<file path="src/rtl/fmtk_pkg.sv">
package fmtk_pkg;
  localparam int NUM_OP    = 4;
  localparam int TA_WIDTH  = 10;
  localparam int TB_WIDTH  = 8;
  localparam int TB_PRE_W  = 4;
  localparam int MODE_W    = 2;
  typedef logic [MODE_W-1:0] ch3_mode_t;
  localparam ch3_mode_t MODE_AUTO_KEY = 2'b10;
endpackage

</file>
<file path="src/rtl/fmtk_timer.sv">
module fmtk_timer #(
  parameter int CNT_W = 10,
  parameter int PRE_W = 0
) (
  input  logic             clk,
  input  logic             rst_n,
  input  logic             tick,
  input  logic             run,
  input  logic [CNT_W-1:0] load_val,
  input  logic             flag_en,
  input  logic             flag_clr,
  output logic             ovf,
  output logic             flag
);
  localparam logic [CNT_W-1:0] CNT_TOP = {CNT_W{1'b1}};

  logic             run_q;
  logic [CNT_W-1:0] cnt_q, cnt_d;
  logic             flag_q, flag_d;
  logic             start, active, step;

  assign start  = run & ~run_q;
  assign active = run & run_q;

  generate
    if (PRE_W == 0) begin : g_no_pre
      assign step = tick;
    end else begin : g_pre
      localparam logic [PRE_W-1:0] PRE_TOP = {PRE_W{1'b1}};
      logic [PRE_W-1:0] pre_q, pre_d;
      always_comb begin
        pre_d = pre_q;
        if (start)              pre_d = '0;
        else if (active & tick) pre_d = pre_q + 1'b1;
      end
      always_ff @(posedge clk or negedge rst_n) begin
        if (!rst_n) pre_q <= '0;
        else        pre_q <= pre_d;
      end
      assign step = tick & (pre_q == PRE_TOP);
    end
  endgenerate

  assign ovf = active & step & (cnt_q == CNT_TOP);

  always_comb begin
    cnt_d = cnt_q;
    if (start)              cnt_d = load_val;
    else if (active & step) cnt_d = ovf ? load_val : cnt_q + 1'b1;
    flag_d = flag_q;
    if (ovf & flag_en)      flag_d = 1'b1;
    else if (flag_clr)      flag_d = 1'b0;
  end

  always_ff @(posedge clk or negedge rst_n) begin
    if (!rst_n) begin
      run_q  <= 1'b0;
      cnt_q  <= '0;
      flag_q <= 1'b0;
    end else begin
      run_q  <= run;
      cnt_q  <= cnt_d;
      flag_q <= flag_d;
    end
  end

  assign flag = flag_q;

  p_flag_sticky_r4: assert property (@(posedge clk) disable iff (!rst_n)
    (flag_q && !flag_clr) |=> flag_q);
  p_flag_needs_en_r4: assert property (@(posedge clk) disable iff (!rst_n)
    $rose(flag_q) |-> $past(flag_en));
  p_frozen_r6: assert property (@(posedge clk) disable iff (!rst_n)
    (!run && !ovf) |=> $stable(cnt_q));
endmodule

</file>
<file path="src/rtl/fmtk_keyctl.sv">
module fmtk_keyctl
  import fmtk_pkg::*;
#(
  parameter int NOP = NUM_OP
) (
  input  logic           clk,
  input  logic           rst_n,
  input  logic           tick,
  input  logic           ovf_a,
  input  ch3_mode_t      mode,
  input  logic [NOP-1:0] man_key,
  output logic [NOP-1:0] key_lvl,
  output logic [NOP-1:0] key_on_ev,
  output logic [NOP-1:0] key_off_ev
);
  logic           auto_sel;
  logic           req_q, req_d;
  logic [NOP-1:0] lvl_q, lvl_d, lvl_new, on_q, on_d, off_q, off_d;

  assign auto_sel = (mode == MODE_AUTO_KEY);
  assign lvl_new  = man_key | {NOP{req_q & auto_sel}};

  always_comb begin
    req_d = req_q;
    if (!auto_sel)  req_d = 1'b0;
    else if (tick)  req_d = ovf_a;
    else if (ovf_a) req_d = 1'b1;
    lvl_d = lvl_q;
    on_d  = '0;
    off_d = '0;
    if (tick) begin
      lvl_d = lvl_new;
      on_d  = lvl_new & ~lvl_q;
      off_d = ~lvl_new & lvl_q;
    end
  end

  always_ff @(posedge clk or negedge rst_n) begin
    if (!rst_n) begin
      req_q <= 1'b0;
      lvl_q <= '0;
      on_q  <= '0;
      off_q <= '0;
    end else begin
      req_q <= req_d;
      lvl_q <= lvl_d;
      on_q  <= on_d;
      off_q <= off_d;
    end
  end

  assign key_lvl    = lvl_q;
  assign key_on_ev  = on_q;
  assign key_off_ev = off_q;

  p_lvl_on_tick_r8: assert property (@(posedge clk) disable iff (!rst_n)
    (lvl_q != $past(lvl_q)) |-> $past(tick));
  p_req_mode_r9: assert property (@(posedge clk) disable iff (!rst_n)
    req_q |-> $past(auto_sel));
  p_evt_tick_r10: assert property (@(posedge clk) disable iff (!rst_n)
    (|(on_q | off_q)) |-> $past(tick));
  p_on_sets_lvl_r10: assert property (@(posedge clk) disable iff (!rst_n)
    ((on_q & ~lvl_q) == '0) && ((off_q & lvl_q) == '0));
endmodule

</file>
<file path="src/rtl/fm_timer_keyctl.sv">
module fm_timer_keyctl
  import fmtk_pkg::*;
(
  input  logic                clk,
  input  logic                rst_n,
  input  logic                tick,
  input  logic [TA_WIDTH-1:0] ta_load,
  input  logic [TB_WIDTH-1:0] tb_load,
  input  logic                ta_run,
  input  logic                tb_run,
  input  logic                ta_irq_en,
  input  logic                tb_irq_en,
  input  logic                ta_clr,
  input  logic                tb_clr,
  input  logic [MODE_W-1:0]   ch3_mode,
  input  logic [NUM_OP-1:0]   man_key,
  output logic                irq,
  output logic [1:0]          status,
  output logic [NUM_OP-1:0]   key_lvl,
  output logic [NUM_OP-1:0]   key_on_ev,
  output logic [NUM_OP-1:0]   key_off_ev
);
  logic ta_ovf, tb_ovf, ta_flag, tb_flag;

  fmtk_timer #(.CNT_W(TA_WIDTH), .PRE_W(0)) u_ta (
    .clk(clk), .rst_n(rst_n), .tick(tick), .run(ta_run), .load_val(ta_load),
    .flag_en(ta_irq_en), .flag_clr(ta_clr), .ovf(ta_ovf), .flag(ta_flag));

  fmtk_timer #(.CNT_W(TB_WIDTH), .PRE_W(TB_PRE_W)) u_tb (
    .clk(clk), .rst_n(rst_n), .tick(tick), .run(tb_run), .load_val(tb_load),
    .flag_en(tb_irq_en), .flag_clr(tb_clr), .ovf(tb_ovf), .flag(tb_flag));

  fmtk_keyctl #(.NOP(NUM_OP)) u_key (
    .clk(clk), .rst_n(rst_n), .tick(tick), .ovf_a(ta_ovf), .mode(ch3_mode),
    .man_key(man_key), .key_lvl(key_lvl), .key_on_ev(key_on_ev),
    .key_off_ev(key_off_ev));

  assign status = {tb_flag, ta_flag};
  assign irq    = ta_flag | tb_flag;

  p_a_flag_r4: assert property (@(posedge clk) disable iff (!rst_n)
    (ta_ovf && ta_irq_en) |=> status[0]);
  p_b_flag_r4: assert property (@(posedge clk) disable iff (!rst_n)
    (tb_ovf && tb_irq_en) |=> status[1]);
  p_tick_ovf_r2: assert property (@(posedge clk) disable iff (!rst_n)
    ta_ovf |-> tick);
endmodule

</file>
<file path="config.mk">
export PLATFORM = sky130hd
export DESIGN_NAME = fm_timer_keyctl
export DESIGN_NICKNAME = d
export VERILOG_FILES = /design/src/rtl/fmtk_pkg.sv /design/src/rtl/fmtk_timer.sv /design/src/rtl/fmtk_keyctl.sv /design/src/rtl/fm_timer_keyctl.sv
export SDC_FILE = /design/constraint.sdc
export NUM_CORES = 1
export LEC_CHECK = 0
export CORE_ASPECT_RATIO = 1.1
export CORE_MARGIN = 2
export CORE_UTILIZATION = 52
export CTS_BUF_LIST = sky130_fd_sc_hd__clkbuf_8
export CTS_CLUSTER_SIZE = 28
export DETAILED_ROUTE_END_ITERATION = 12
export GPL_TIMING_DRIVEN = 1
export PLACE_DENSITY = 0.8
export SETUP_SLACK_MARGIN = 0.05
export SYNTH_ARGS = -nofsm -noshare
export SYNTH_HDL_FRONTEND = slang
export SYNTH_HIERARCHICAL = 1
export SYNTH_SLANG_ARGS = --single-unit
</file>
<file path="constraint.sdc">
create_clock -name clk -period 1.8 [get_ports clk]
set_input_delay 0.18 -clock clk [delete_from_list [all_inputs] [get_ports clk]]
set_output_delay 0.18 -clock clk [all_outputs]
set_load 0.005 [all_outputs]
</file>
==> flow_summary.toml <==
[clock_network]
cts_sinks = 39
root_buffer = "clkbuf_8"
cts_tree = "done"
clk_pin_slew_worst_paths_ps = 80
cts_buffers = 5
ctsHtreeMaxLevel = 2
clk_path_buf_depth = 2
clock_latency_ps = 290

[routing]
ant_nets = 0
dr.pass1.iters = 5
drtIter0Drc = 269
routed_via_density = 6.031
drt-total-wl_um = 5845
drc = 0
vias = 2165
wire_per_inst_um = 16.28

[synthesis]
synth_top_family_by_area = "simple AND/OR/NAND/NOR gates"
synth_fp_nets = 264
async_reset_ff_share_pct = 100.0
ys_seq_area_share_pct = 44.52
ys_types = 56
synth_fa_ha_area_share_pct = 1.712
syn_area_um2 = 2192
synth.avg_cell_area_um2 = 9.614
synth_compound_area_share_pct = 19.69
synth-main-ff-cell = "dfrtp_1"
muxShareOfSynthArea_pct = 2.797
synth-simple-area-share_pct = 25.34
synth_xor_area_share_pct = 0
synth_edf_count = 0
ys_ff_latch = 39
yosys_warnings = 6
syn_inst = 228

[min_path]
hold_class = "primary input to asynchronous set/reset pin"

[die]
rows = 24
dieWidth_um = 65.91
core-area_um2 = 3994
initial_core_util_pct = 54.89
dieArea_um2 = 4751
die_h_um = 72.10
ios = 48

[timing]
fmax_mhz = 575.4
holdWs_ps = 381.9
hold_violations = 0
clock_skew_ps = 8.548
report.final.slew_viol_count = 0
worstMarginPinSlew_ps = 586.6
layout_min_cycle_time_ps = 1738
rsz0062_at_grt = "yes"
setup_violations = 0
fin_setup_tns_ps = 0
relSlewSlack_pct = 60.63
finalCritPeriodShare_pct = 96.55

[global_routing]
overflow = 0
grt_antenna_before_repair = 0
grt_pass1_wl_um = 9349
first_global_vias = 2056
grt_util_all_layers_pct = 25.24
grt_max_degree = 40

[power]
p_leak_nw = 1.371
p_per_area_nw_per_um2 = 830.3
peakVddDrop_mv = 0.6006
power_mw = 2.594

[worst_setup_path]
setup.worst_path.start_class = "flop"
required_ps = 1990
cp_max_fo = 5
critPathArrivalTime_ps = 1930
critical_path_class = "flop to flop"
cp-end-kind = "flop"

[placed_design]
dp_hpwl_um = 3740
gp_congestion = 0.9471
port_buffers = 47

[final_layout]
layout-drive-gt1-share_pct = 20.52
num_antenna_cells = 0
layout_commonest_cell = "clkdlybuf4s50_1"
area_delta_synth_final_pct = 42.52
fin_nets = 342
utilization_pct = 78.23
final_cell_mix = "clkdlybuf4s50_1, dfrtp_1, buf_4, nand2_1, inv_1"

[status]
status = "finished clean"

[job]
drv_cap = 0
[timing repair]
action | CTS | global route
buffers inserted | 0 | 6
endpoints found under the hold margin | 39 | 0
gates resized for setup | 0 | 13
hold buffers | 1 | 0
endpoints found under the setup margin | 0 | 14
[final cells by class]
class                           instances  area, um^2
Multi-Input combinational cell        162        1150
Sequential cell                        39       977.2
Fill cell                             261       869.6
Timing Repair Buffer                   80       728.2
Clock buffer                            5       68.82
Clock inverter                          3       67.56
Inverter                               18       67.56
Tap cell                               52       65.06
[per-layer routing]
metal  vias up  track usage [%]  share of wire [%]
li1        999                -                  -
met1      1019            32.07                 40
met2       120            42.20                 49
met3        27            4.806                8.0
met4         0            10.42                3.0
met5         -                0                  0
[where the power goes]
group,internal [mW],leakage [nW],switching (mW),total (mW)
clock,0.553,0.0644,0.327,0.880
sequential,0.981,0.475,0.131,1.11
combinational,0.318,0.832,0.283,0.602
[per-stage QoR]
stage	setup WS, ps	cells	area [um^2]
after floorplan	127.0	228	2192
after global routing	6.521	359	3124
final	62.06	359	3124
after CTS	65.35	353	3014
after detailed placement	-170.7	344	2868
after global placement	-136.2	344	2868
[logic make-up after synthesis]
kind of cell / count (synthesis)
and+or+nand+nor: 91
AOI/OAI and AO/OA: 62
DFF: 39
buffers and inverters: 27
muxes: 6
adders and majority gates: 3
[final timing paths]
check | end | cells after the start | slack [ps] | from
setup / recovery | u_tb/cnt_q[3]$_DFFE_PN0P_ | 6 | 60 | u_tb/cnt_q[0]$_DFFE_PN0P_
hold / removal | u_ta/cnt_q[2]$_DFFE_PN0P_ | 3 | 380 | rst_n
setup reg to reg | u_tb/cnt_q[3]$_DFFE_PN0P_ | 6 | 60 | u_tb/cnt_q[0]$_DFFE_PN0P_
hold reg to reg | u_tb/flag$_DFFE_PN0P_ | 2 | 530 | u_tb/flag$_DFFE_PN0P_
max in group asynchronous | u_tb/cnt_q[0]$_DFFE_PN0P_ | 3 | 1220 | rst_n
min in group clk | u_ta/cnt_q[1]$_DFFE_PN0P_ | 3 | 430 | ta_load[1]
[synthesized netlist by cell type, drive strengths merged, types with 2 or more instances]
library cell,count,area (um^2)
nor3,3,15.01
nand2b,4,25.02
and4,6,57.56
nand3,14,87.59
a21oi,12,60.06
mux2i,5,50.05
and3,5,31.28
nand4,7,58.81
a22oi,2,15.01
or2,2,12.52
inv,18,67.56
o221ai,2,17.52
a31oi,6,37.54
o211ai,3,22.52
o21ai,15,75.07
a2bb2oi,5,43.79
a221oi,2,23.77
o31a,2,17.52
ha,3,37.54
nand2,23,86.33
nor2b,2,12.51
a22o,3,26.28
or3,2,12.51
dfrtp,39,975.9
nor2,10,37.54
buf,7,55.05
or2b,3,22.52
nor4,5,46.29
clkbuf,2,7.510
o221a,2,22.52
[flip-flops by register name, summed over array words and instances (netlist names)]
signal / count
u_key/key_lvl: 4
u_key/key_off_ev: 4
u_key/key_on_ev: 4
u_key/req_q: 1
u_ta/cnt_q: 10
u_ta/flag: 1
u_ta/run_q: 1
u_tb/cnt_q: 8
u_tb/flag: 1
u_tb/g_pre.pre_q: 4
u_tb/run_q: 1
[worst max-delay path, cell delays in order (launching register included)]
cell,delay [ps]
dfrtp_2,460
ha_4,170
nand4_1,150
nor4_4,80
buf_4,150
or4_1,490
o221a_2,130
Power figures use the tool's default switching activity.
